### config.mk
export PLATFORM = sky130hd
export DESIGN_NAME = runahead_load_store
export DESIGN_NICKNAME = d
export VERILOG_FILES = /design/src/rtl/ralq_pkg.sv /design/src/rtl/ralq_addr_fifo.sv /design/src/rtl/ralq_tag_store.sv /design/src/rtl/runahead_load_store.sv
export SDC_FILE = /design/constraint.sdc
export NUM_CORES = 1
export LEC_CHECK = 0
export BUFFER_PORTS_ARGS = -buffer_cell sky130_fd_sc_hd__clkbuf_2
export CAP_MARGIN = 20
export CORE_MARGIN = 2
export CORE_UTILIZATION = 30
export DETAILED_ROUTE_END_ITERATION = 10
export PLACE_DENSITY_LB_ADDON = 0.08
export SLEW_MARGIN = 20
export SYNTH_ARGS = -nofsm -noshare
export SYNTH_HDL_FRONTEND = slang
export SYNTH_HIERARCHICAL = 1
export SYNTH_SLANG_ARGS = --single-unit
### constraint.sdc
create_clock -name clk -period 12.6 [get_ports clk]
set_input_delay 1.89 -clock clk [delete_from_list [all_inputs] [get_ports clk]]
set_output_delay 1.89 -clock clk [all_outputs]
set_load 0.02 [all_outputs]
### src/rtl/ralq_pkg.sv
// Package: shared defaults for the run-ahead load/store block.
// Assumes: consumers override these through module parameters when needed.
package ralq_pkg;
    localparam int unsigned DEF_ADDR_W   = 16;
    localparam int unsigned DEF_DATA_W   = 32;
    localparam int unsigned DEF_ENTRIES  = 4;
    localparam int unsigned DEF_SQ_DEPTH = 4;
endpackage

### src/rtl/ralq_addr_fifo.sv
// Module: ralq_addr_fifo
// A register-based FIFO that carries addresses from the scalar side to the lane.
// The head entry is visible combinationally.
// Assumes: the caller never pushes when full or pops when empty.
module ralq_addr_fifo #(
    parameter int unsigned W     = 16,
    parameter int unsigned DEPTH = 4
) (
    input  logic         clk,
    input  logic         rst_n,
    input  logic         push,
    input  logic [W-1:0] push_data,
    input  logic         pop,
    output logic [W-1:0] head,
    output logic         full,
    output logic         empty
);
    localparam int unsigned PTR_W = (DEPTH > 1) ? $clog2(DEPTH) : 1;
    localparam int unsigned CNT_W = $clog2(DEPTH + 1);

    logic [W-1:0]     mem_q [DEPTH];
    logic [PTR_W-1:0] wr_q, rd_q;
    logic [CNT_W-1:0] cnt_q;

    assign full  = (cnt_q == CNT_W'(DEPTH));
    assign empty = (cnt_q == '0);
    assign head  = mem_q[rd_q];

    // Pointer and occupancy bookkeeping.
    always_ff @(posedge clk) begin
        if (!rst_n) begin
            wr_q  <= '0;
            rd_q  <= '0;
            cnt_q <= '0;
        end else begin
            if (push) wr_q <= (wr_q == PTR_W'(DEPTH - 1)) ? '0 : wr_q + 1'b1;
            if (pop)  rd_q <= (rd_q == PTR_W'(DEPTH - 1)) ? '0 : rd_q + 1'b1;
            cnt_q <= cnt_q + CNT_W'(push) - CNT_W'(pop);
        end
    end

    // Storage write; contents need no reset.
    always_ff @(posedge clk) begin
        if (push) mem_q[wr_q] <= push_data;
    end

    assert_no_overflow_R10: assert property (@(posedge clk) disable iff (!rst_n)
        push |-> !full) else $error("fifo push while full");
    assert_no_underflow_R9: assert property (@(posedge clk) disable iff (!rst_n)
        pop |-> !empty) else $error("fifo pop while empty");
endmodule

### src/rtl/ralq_tag_store.sv
// Module: ralq_tag_store
// Small tagged data store. Each slot holds a busy bit, a filled bit, an address
// tag, a data word and an age (the number of younger busy slots).
// Reservation takes the lowest free slot. A memory answer fills the oldest busy,
// unfilled slot with a matching tag. A lookup returns the oldest filled slot with
// a matching tag and frees it when look_en is set.
// Assumes: rsv_en only while free_avail; every answer matches a pending slot.
module ralq_tag_store #(
    parameter int unsigned ADDR_W  = 16,
    parameter int unsigned DATA_W  = 32,
    parameter int unsigned ENTRIES = 4
) (
    input  logic              clk,
    input  logic              rst_n,
    input  logic              rsv_en,
    input  logic [ADDR_W-1:0] rsv_tag,
    output logic              free_avail,
    input  logic              fill_en,
    input  logic [ADDR_W-1:0] fill_tag,
    input  logic [DATA_W-1:0] fill_data,
    input  logic              look_en,
    input  logic [ADDR_W-1:0] look_tag,
    output logic              look_hit,
    output logic [DATA_W-1:0] look_data
);
    localparam int unsigned IDX_W = (ENTRIES > 1) ? $clog2(ENTRIES) : 1;
    localparam int unsigned AGE_W = $clog2(ENTRIES) + 1;

    logic [ENTRIES-1:0] busy_q, filled_q;
    logic [ADDR_W-1:0]  tag_q  [ENTRIES];
    logic [DATA_W-1:0]  data_q [ENTRIES];
    logic [AGE_W-1:0]   age_q  [ENTRIES];

    logic [IDX_W-1:0] free_idx, fill_idx, look_idx;
    logic             fill_hit;
    logic [AGE_W-1:0] fill_best, look_best;
    logic             release_en;

    // Pick the lowest-numbered free slot for the next reservation.
    always_comb begin
        free_avail = 1'b0;
        free_idx   = '0;
        for (int i = ENTRIES - 1; i >= 0; i--) begin
            if (!busy_q[i]) begin
                free_avail = 1'b1;
                free_idx   = IDX_W'(i);
            end
        end
    end

    // Oldest pending slot whose tag matches the memory answer.
    always_comb begin
        fill_hit  = 1'b0;
        fill_idx  = '0;
        fill_best = '0;
        for (int i = 0; i < ENTRIES; i++) begin
            if (busy_q[i] && !filled_q[i] && tag_q[i] == fill_tag &&
                (!fill_hit || age_q[i] > fill_best)) begin
                fill_hit  = 1'b1;
                fill_idx  = IDX_W'(i);
                fill_best = age_q[i];
            end
        end
    end

    // Oldest filled slot whose tag matches the lane lookup.
    always_comb begin
        look_hit  = 1'b0;
        look_idx  = '0;
        look_best = '0;
        for (int i = 0; i < ENTRIES; i++) begin
            if (busy_q[i] && filled_q[i] && tag_q[i] == look_tag &&
                (!look_hit || age_q[i] > look_best)) begin
                look_hit  = 1'b1;
                look_idx  = IDX_W'(i);
                look_best = age_q[i];
            end
        end
        look_data = data_q[look_idx];
    end

    assign release_en = look_en && look_hit;

    // Slot state: reserve, fill, release, and age maintenance.
    always_ff @(posedge clk) begin
        if (!rst_n) begin
            busy_q   <= '0;
            filled_q <= '0;
            for (int i = 0; i < ENTRIES; i++) age_q[i] <= '0;
        end else begin
            for (int i = 0; i < ENTRIES; i++) begin
                if (busy_q[i]) begin
                    age_q[i] <= age_q[i] + AGE_W'(rsv_en)
                              - AGE_W'(release_en && age_q[i] > look_best);
                end
            end
            if (fill_en && fill_hit) filled_q[fill_idx] <= 1'b1;
            if (release_en) begin
                busy_q[look_idx]   <= 1'b0;
                filled_q[look_idx] <= 1'b0;
            end
            if (rsv_en) begin
                busy_q[free_idx]   <= 1'b1;
                filled_q[free_idx] <= 1'b0;
                age_q[free_idx]    <= '0;
            end
        end
    end

    // Tag and data payload; no reset needed.
    always_ff @(posedge clk) begin
        if (rsv_en) tag_q[free_idx] <= rsv_tag;
        if (fill_en && fill_hit) data_q[fill_idx] <= fill_data;
    end

    assert_reserve_needs_slot_R3: assert property (@(posedge clk) disable iff (!rst_n)
        rsv_en |-> free_avail) else $error("reservation without free slot");
    assert_read_frees_slot_R8: assert property (@(posedge clk) disable iff (!rst_n)
        (release_en && !rsv_en) |=> ($countones(busy_q) == $past($countones(busy_q)) - 1))
        else $error("slot not released after read");
endmodule

### src/rtl/runahead_load_store.sv
// Module: runahead_load_store (top)
// Connects the scalar side to one vector lane. Accepted load addresses reserve a
// slot, issue a memory read and enter the load queue. Store addresses enter the
// store queue. Lane loads look up the queued address in the tag store; lane
// stores take the queued store address. Lane handshakes are combinational.
// Assumes: the memory answer stream carries the requested address back.
module runahead_load_store #(
    parameter int unsigned ADDR_W   = ralq_pkg::DEF_ADDR_W,
    parameter int unsigned DATA_W   = ralq_pkg::DEF_DATA_W,
    parameter int unsigned ENTRIES  = ralq_pkg::DEF_ENTRIES,
    parameter int unsigned SQ_DEPTH = ralq_pkg::DEF_SQ_DEPTH
) (
    input  logic              clk,
    input  logic              rst_n,
    input  logic              ld_req_valid,
    input  logic [ADDR_W-1:0] ld_req_addr,
    output logic              ld_req_ready,
    input  logic              st_push_valid,
    input  logic [ADDR_W-1:0] st_push_addr,
    output logic              st_push_ready,
    output logic              mem_req_valid,
    output logic [ADDR_W-1:0] mem_req_addr,
    input  logic              mem_rsp_valid,
    input  logic [ADDR_W-1:0] mem_rsp_addr,
    input  logic [DATA_W-1:0] mem_rsp_data,
    input  logic              vld_valid,
    output logic              vld_done,
    output logic [DATA_W-1:0] vld_data,
    input  logic              vst_valid,
    output logic              vst_done,
    output logic [ADDR_W-1:0] vst_addr,
    output logic              lane_stall
);
    localparam int unsigned LQ_DEPTH = ENTRIES;

    logic              ld_fire, free_avail, look_hit;
    logic              lq_full, lq_empty, sq_full, sq_empty;
    logic [ADDR_W-1:0] lq_head;
    logic              look_en, st_fire;

    // Scalar-side acceptance and the matching memory read.
    assign ld_req_ready  = free_avail && !lq_full;
    assign ld_fire       = ld_req_valid && ld_req_ready;
    assign mem_req_valid = ld_fire;
    assign mem_req_addr  = ld_req_addr;
    assign st_push_ready = !sq_full;
    assign st_fire       = st_push_valid && st_push_ready;

    // Lane side: load lookup and store address delivery.
    assign look_en    = vld_valid && !lq_empty;
    assign vld_done   = look_en && look_hit;
    assign vst_done   = vst_valid && !sq_empty;
    assign lane_stall = (vld_valid && !vld_done) || (vst_valid && !vst_done);

    ralq_addr_fifo #(.W(ADDR_W), .DEPTH(LQ_DEPTH)) u_load_q (
        .clk(clk), .rst_n(rst_n),
        .push(ld_fire), .push_data(ld_req_addr),
        .pop(vld_done), .head(lq_head),
        .full(lq_full), .empty(lq_empty)
    );

    ralq_addr_fifo #(.W(ADDR_W), .DEPTH(SQ_DEPTH)) u_store_q (
        .clk(clk), .rst_n(rst_n),
        .push(st_fire), .push_data(st_push_addr),
        .pop(vst_done), .head(vst_addr),
        .full(sq_full), .empty(sq_empty)
    );

    ralq_tag_store #(.ADDR_W(ADDR_W), .DATA_W(DATA_W), .ENTRIES(ENTRIES)) u_tags (
        .clk(clk), .rst_n(rst_n),
        .rsv_en(ld_fire), .rsv_tag(ld_req_addr), .free_avail(free_avail),
        .fill_en(mem_rsp_valid), .fill_tag(mem_rsp_addr), .fill_data(mem_rsp_data),
        .look_en(look_en), .look_tag(lq_head),
        .look_hit(look_hit), .look_data(vld_data)
    );

    assert_ready_after_read_R8: assert property (@(posedge clk) disable iff (!rst_n)
        (vld_done && !mem_req_valid) |=> ld_req_ready)
        else $error("no slot available after a lane read");
endmodule

==> impl_results.md, run 1 <==
- Run status: finished clean
- PwrDens: approximately 150 nW/um^2
- Comb pwr share: 12.7%
- Total grt overflow: 0
- Avg WL per Cell: about 21 um
- Net switching power: roughly 750 uW
- Initial Utilization: approximately 30%
- Root Buffer: clkbuf_16
- Die W: 239 um
- P_int: approximately 2200 uW
- Ys flop type: edfxtp_1
- Syn_nets: roughly 1200
- DR vias: a little over 9000
- Register area share after synthesis: 62.5%
- Antenna violations before repair: 0
- Clock power share: between 30% and 40%
- Peak VDD IR: around 0.000078 V
- Crit Path Category: register to primary output
- Total Routed Length: around 42000 um
- CTS HTree Levels: 2
- Sequential power share: between 40% and 50%
- Final Net Count: 1375
- Pleak: about 0.0068 uW
- Max-slew violations: 0
- Number of flops mapped to enable cells by yosys: 320
- Total negative slack: 0 ps
- Unrepaired setup endpoints after global routing: no
- CP top delay family: compound AO/OA/AOI/OAI gates
- Arrival time worst endpoint: about 9600 ps
- CP peak stage delay: approximately 900 ps
- Initial DRC count: 502
- Worst hold path class: register to register
- Final min period: roughly 12000 ps
- Buf/Inv on CP: 4
- Post-synth top area share: 57.9%
- Final Util: between 30% and 40%
- DR pass1 iterations: 5
- Worst skew pair latency: 570 ps
- Clock-pin slew on the worst setup and hold paths: approximately 60 ps
- Worst Hold Launch: u_tags/filled_q[3]
- Slowest CP cell: dfxtp_1
- Most frequent cells in the layout: edfxtp_1, clkbuf_2, xor2_1, mux2_1, inv_1
- CTS tree: done
- Peak Freq: 0.0867 GHz
- Core area: between 50000 and 60000 um^2
- Post-Synthesis Cells: approximately 1100
- Synth Register Bits: approximately 360
- Clock skew: ~25 ps
- Critical path capture point type: primary output
- Cts bufs inserted: 42
- Endpoints failing hold: 0
- # Post-CTS Setup Buffers: 0
- Commonest non-fill, non-tap cell in the layout: edfxtp_1
- Die area: between 50000 and 60000 um^2
- Gr usage total: 14.8%
- Clock sink count: ~360
- Antenna cells: 0
- Vias/cell: between 4 and 5
- DIE HEIGHT: ~240 um
- Top post-synthesis cells by area: edfxtp_1, xor2_1, dfxtp_1
- DP HPWL: 29900 um
- Hold_buf cts: 0
- Synth cell types: 67
- Final setup viols: 0
- Max-Cap Viols: 0
- CP Max Fanout: 19
- Routability cong.: approximately 0.9
- DRC Markers: 0
- Fraction of registers with async set/reset: 0%
- Global-route wire length before repair: 62000 um
- Sw Ratio: around 26%
- Final worst-path cycle share: 91.5%
- Area grow syn2layout: 17.1%
- Routed Antenna Nets: 0
- CP required: 10710 ps
- Area leader, netlist: edfxtp_1
- Vias in the first global route: about 9500
- Synth warnings: 6
- Share of post-route cells with drive strength above 1: roughly a quarter
- Post-Syn Area per Cell: around 16 um^2
- Largest net degree at the start of global routing: 36
- Clk buf depth: 3
- IO Pins: about 160
- Port Buffers: about 160
- # rows: 86
- Resized cells post-CTS: 0
- Setup crit start kind: register
- Worst Max-Slew Pin Slew: about 1000 ps
- Cell Area, Synth: 16600 um^2
- Max-slew headroom: just over 30%
[synth_stat cells, types with 3 or more instances]
cell type and count:
o21bai_1 3, fa_1 6, dfxtp_1 38, nor2b_1 9, xor2_1 99, nand4b_1 4, nand3_1 13, nor4_1 28
ha_1 52, nand4_1 10, mux2i_1 16, a21o_1 8, a21oi_1 12, or3_1 4, buf_6 8, or4_1 5
edfxtp_1 320, nand2_1 18, or3b_2 4, mux2_2 39, buf_4 18, mux2_1 65, nand2b_1 11, inv_1 54
and2_1 16, o21a_1 9, nor3b_1 4, and3_1 5, o21ai_0 7, a311oi_1 4, nor3_1 12, a22o_1 4
nor2_1 29, clkbuf_1 6, a31oi_1 3, xnor2_1 35, mux4_1 12, buf_2 7, mux4_2 20
[registers in the layout, summed over array words and instances (netlist names), named ones only]
signal / cells
u_tags/data_q: 128
u_load_q/mem_q: 64
u_store_q/mem_q: 64
u_tags/tag_q: 64
u_tags/age_q: 12
u_tags/busy_q: 4
u_tags/filled_q: 4
u_load_q/cnt_q: 3
u_store_q/cnt_q: 3
u_load_q/rd_q: 2
u_load_q/wr_q: 2
u_store_q/rd_q: 2
u_store_q/wr_q: 2
[kinds of logic after synthesis]
logic type,after synthesis,synth area share [%]
flip-flops,358,62.5
AND/OR/NAND/NOR,182,6.29
multiplexers,152,12.6
XOR/XNOR,136,7.36
buffers and inverters,95,3.17
AO/OA/AOI/OAI,73,3.44
adder cells (fa/ha/maj),58,4.64
[cell type report]
| cell class | count | area [um^2] |
|---|---|---|
| flip-flops and latches | 358 | 10400 |
| clock inverters | 27 | 228 |
| fillers | 5307 | 35400 |
| clock buffers | 50 | 1090 |
| repair buffers | 173 | 908 |
| inverters | 54 | 203 |
| well taps | 704 | 881 |
| multi-input cells | 601 | 5750 |
[through the flow]
| step | std cells | hold slack, ps | worst slack [ps] | total power, uW | area (um^2) |
|---|---|---|---|---|---|
| 3_5_place_dp | 1890 | 476 | 1680 | 1800 | 18100 |
| 6_report | 1967 | 494 | 1070 | 2930 | 19400 |
| 4_1_cts | 1967 | 492 | 1030 | 2990 | 19400 |
| 5_1_grt | 1967 | 536 | 483 | 3070 | 19400 |
| 2_1_floorplan | 1054 | 443 | 566 | 1650 | 16600 |
| 3_3_place_gp | 1890 | 469 | 1920 | 1800 | 18100 |
[per-layer routing]
| metal | vias to the layer above | share of wire, % | track usage (%) |
|---|---|---|---|
| met5 | - | 0 | 0 |
| li1 | 4349 | - | - |
| met1 | 4606 | 44 | 18.6 |
| met4 | 0 | 2.4 | 4.55 |
| met2 | 177 | 50 | 25.8 |
| met3 | 56 | 4.0 | 2.82 |
[power by group through the flow]
| stage | logic, uW | clock network [uW] | registers (uW) |
|---|---|---|---|
| floorplan | 247 | 0 | 1400 |
| global placement | 383 | 0 | 1420 |
| detailed placement | 381 | 0 | 1420 |
| CTS | 382 | 1210 | 1390 |
| global route | 407 | 1260 | 1400 |
| finish | 372 | 1170 | 1390 |
[worst paths after layout]
kind | end | slack [ps] | cells past startpoint
setup / recovery | vld_data[24] | 1070 | 27
hold / removal | u_tags/filled_q[3] | 490 | 1
setup reg to reg | u_tags/age_q[1][2] | 2140 | 37
hold reg to reg | u_tags/filled_q[3] | 490 | 1
Power figures use the tool's default switching activity.
==> run 2, diff against run 1 <==
--- a/config.mk
+++ b/config.mk
@@ -5,6 +5,7 @@
 export SDC_FILE = /design/constraint.sdc
 export NUM_CORES = 1
 export LEC_CHECK = 0
+export ABC_AREA = 1
 export BUFFER_PORTS_ARGS = -buffer_cell sky130_fd_sc_hd__clkbuf_2
 export CAP_MARGIN = 20
 export CORE_MARGIN = 2
==> run 2 against run 1 <==
  * Clock skew rose by 2.1 ps
  * Register-to-register slack improved by 1500 ps
  * Clock power increased by 3%
  * Critical endpoint is now vld_data[2]
  * Fmax up 18%
  * Non-clock buffer count grew 3
  * Final area is 7.4% higher
==> impl_results.md, run 2 <==
- Syn_nets: 2081 (+74%)
- Post-Synthesis Cells: 1936 (+84%)
- Antenna cells: 0 (unchanged)
- Cell mode on critical path: nand2_1
- Initial DRC count: 1030 (+110%)
- Core area: 59400 um^2 (+8.2%)
- Final min period: 9770 ps (-1760 ps)
- Die W: 249 um (+4.3%)
- CTS HTree Levels: 2 (unchanged)
- Vias/cell: 4.69 (+0.47%)
- Run status: finished clean
- Commonest non-fill, non-tap cell in the layout: nand2_1
- Ys flop type: edfxtp_1
- Clock-pin slew on the worst setup and hold paths: 60 ps (about the same)
- Peak VDD IR: 0.0000910 V (+16%)
- Max FFs per register: 128 (unchanged)
- Crit Path Category: register to primary output
- Sw Ratio: 28.7% (+3.1 points)
- Slowest CP cell: buf_4
- Avg WL per Cell: 19.6 um (-8.1%)
- PwrDens: 148 nW/um^2 (-2.2%)
- CP Max Fanout: 64 (+45)
- Clock skew: 27.3 ps (+2.12 ps)
- CP top delay family: simple AND/OR/NAND/NOR gates
- Final worst-path cycle share: 77.5% (-14 points)
- Clock power share: 39.1% (-0.7 points)
- Initial Utilization: 30.5% (+0.21 points)
- # rows: 89 (+3.5%)
- Most frequent cells in the layout: nand2_1, edfxtp_1, inv_1, nand3_1, clkbuf_2
- Final Net Count: 2234 (+62%)
- Antenna violations before repair: 2 (+2)
- Largest net degree at the start of global routing: 65 (+81%)
- Area leader, netlist: edfxtp_1
- Register area share after synthesis: 57.4% (-5.1 points)
- Routability cong.: 0.960 (+7.8%)
- Net switching power: 884 uW (+18%)
- Top reg by flops: u_tags/data_q
- Max-Cap Viols: 0 (unchanged)
- Post-synth top area share: 53.1% (-4.7 points)
- Post-Syn Area per Cell: 9.34 um^2 (-41%)
- DRC Markers: 0 (unchanged)
- CTS tree: done
- CP peak stage delay: 590 ps (-310 ps)
- DR pass1 iterations: 5 (unchanged)
- Root Buffer: clkbuf_16
- DIE HEIGHT: 249 um (+4.3%)
- Hold_buf cts: 0 (unchanged)
- Vias in the first global route: 13200 (+39%)
- Global-route wire length before repair: 84800 um (+37%)
- DR vias: 13600 (+48%)
- Cts bufs inserted: 43 (+2.4%)
- Worst Max-Slew Pin Slew: 989 ps (-49.8 ps)
- Gr usage total: 18.2% (+3.4 points)
- Max-slew headroom: 34.1% (+3.5 points)
- Cell Area, Synth: 18100 um^2 (+8.9%)
- Clock sink count: 358 (unchanged)
- Top post-synthesis cells by area: edfxtp_1, nand2_1, inv_1
- IO Pins: 157 (unchanged)
- Most frequent cell after synthesis: nand2_1
- Buf/Inv on CP: 8 (+4)
- Final Util: 35.2% (-0.23 points)
- Synth cell types: 43 (-36%)
- Total Power Consumption: 3080 uW (+5.1%)
- Share of post-route cells with drive strength above 1: 14.1% (-10 points)
- Peak Freq: 0.102 GHz (+18%)
- Resized cells post-CTS: 0 (unchanged)
- Total negative slack: 0 ps (unchanged)
- Total grt overflow: 0 (unchanged)
- Worst hold path class: register to register
- Fraction of registers with async set/reset: 0% (unchanged)
- Post-Layout Cell Count: 2894 (+47%)
- Critical path capture point type: primary output
- Setup crit start kind: register
- Comb pwr share: 15.6% (+2.9 points)
- Number of flops mapped to enable cells by yosys: 320 (unchanged)
- Total Routed Length: 56800 um (+35%)
- Worst skew pair latency: 590 ps (+20 ps)
- Final setup viols: 0 (unchanged)
- Pleak: 0.00906 uW (+33%)
- Max-slew violations: 0 (unchanged)
- DP HPWL: 41200 um (+38%)
- CP required: 10710 ps (about the same)
- P_int: 2200 uW (+0.71%)
- Synth Register Bits: 358 (unchanged)
- Die area: 62200 um^2 (+8.8%)
- Area grow syn2layout: 15.5%
- Synth warnings: 6 (unchanged)
- Endpoints failing hold: 0 (unchanged)
- Arrival time worst endpoint: 7880 ps (-1760 ps)
- Sequential power share: 45.3% (-2.2 points)
- Clk buf depth: 3 (unchanged)
- Top cells by count, synth: nand2_1, edfxtp_1, inv_1
- Placed cells: 2817 (+49%)
- Routed Antenna Nets: 0 (unchanged)
- Port Buffers: 156 (unchanged)
- # Post-CTS Setup Buffers: 0 (unchanged)
- Unrepaired setup endpoints after global routing: no
## run 2: power groups by stage
stage / clock (uW) / combinational [uW] / sequential (uW)
2_1_floorplan: 0 / 327 / 1410
3_3_place_gp: 0 / 484 / 1420
3_5_place_dp: 0 / 489 / 1420
4_1_cts: 1260 / 490 / 1400
5_1_grt: 1300 / 540 / 1400
6_report: 1210 / 481 / 1400
## run 2: cell type report
class                           count  area (um^2)
Fill cell                        6131        38500
Sequential cell                   358        10400
Multi-Input combinational cell   1211         6120
Inverter                          299         1120
Clock buffer                       53         1110
Tap cell                          773          967
Timing Repair Buffer              176          931
Clock inverter                     24          256
## run 2: worst min-delay path, delay by kind of cell (launching register included)
kind             cells  cell delay [ps]
flip-flops           1              320
AND/OR/NAND/NOR      2              140
## run 2: path summary, 6_finish.rpt
| path | from | endpoint | slack [ps] | cells past startpoint |
|---|---|---|---|---|
| worst max-delay path | register | vld_data[2] | 2830 | 43 |
| worst min-delay path | u_tags/filled_q[1] | u_tags/filled_q[1] | 510 | 2 |
| worst max register to register | register | u_tags/age_q[0][2] | 3680 | 52 |
| worst min register to register | u_tags/filled_q[1] | u_tags/filled_q[1] | 510 | 2 |
## run 2: kinds of logic (layout without fill, tap and decap cells)
logic type	count (synthesis)	in the layout	share of synthesized area (%)
buf+inv	367	552	9.07
flops	358	358	57.4
simple gates	944	944	21.9
xor+xnor	25	25	1.21
compound gates	184	184	6.24
fa+ha+maj	58	58	4.26
## run 2: per-layer routing
metal	vias up	global-route usage (%)	part of all wire, %
li1	6681	-	-
met1	6464	25.3	47
met2	351	29.3	46
met3	81	2.95	4.7
met4	4	5.34	2.5
met5	-	0	0.046
## run 2: stage by stage
step	hold slack, ps	area, um^2	worst slack, ps
3_3_place_gp	493	19500	3510
3_5_place_dp	507	19500	3440
4_1_cts	515	20900	2770
2_1_floorplan	455	18100	5340
5_1_grt	539	20900	2000
6_report	507	20900	2830
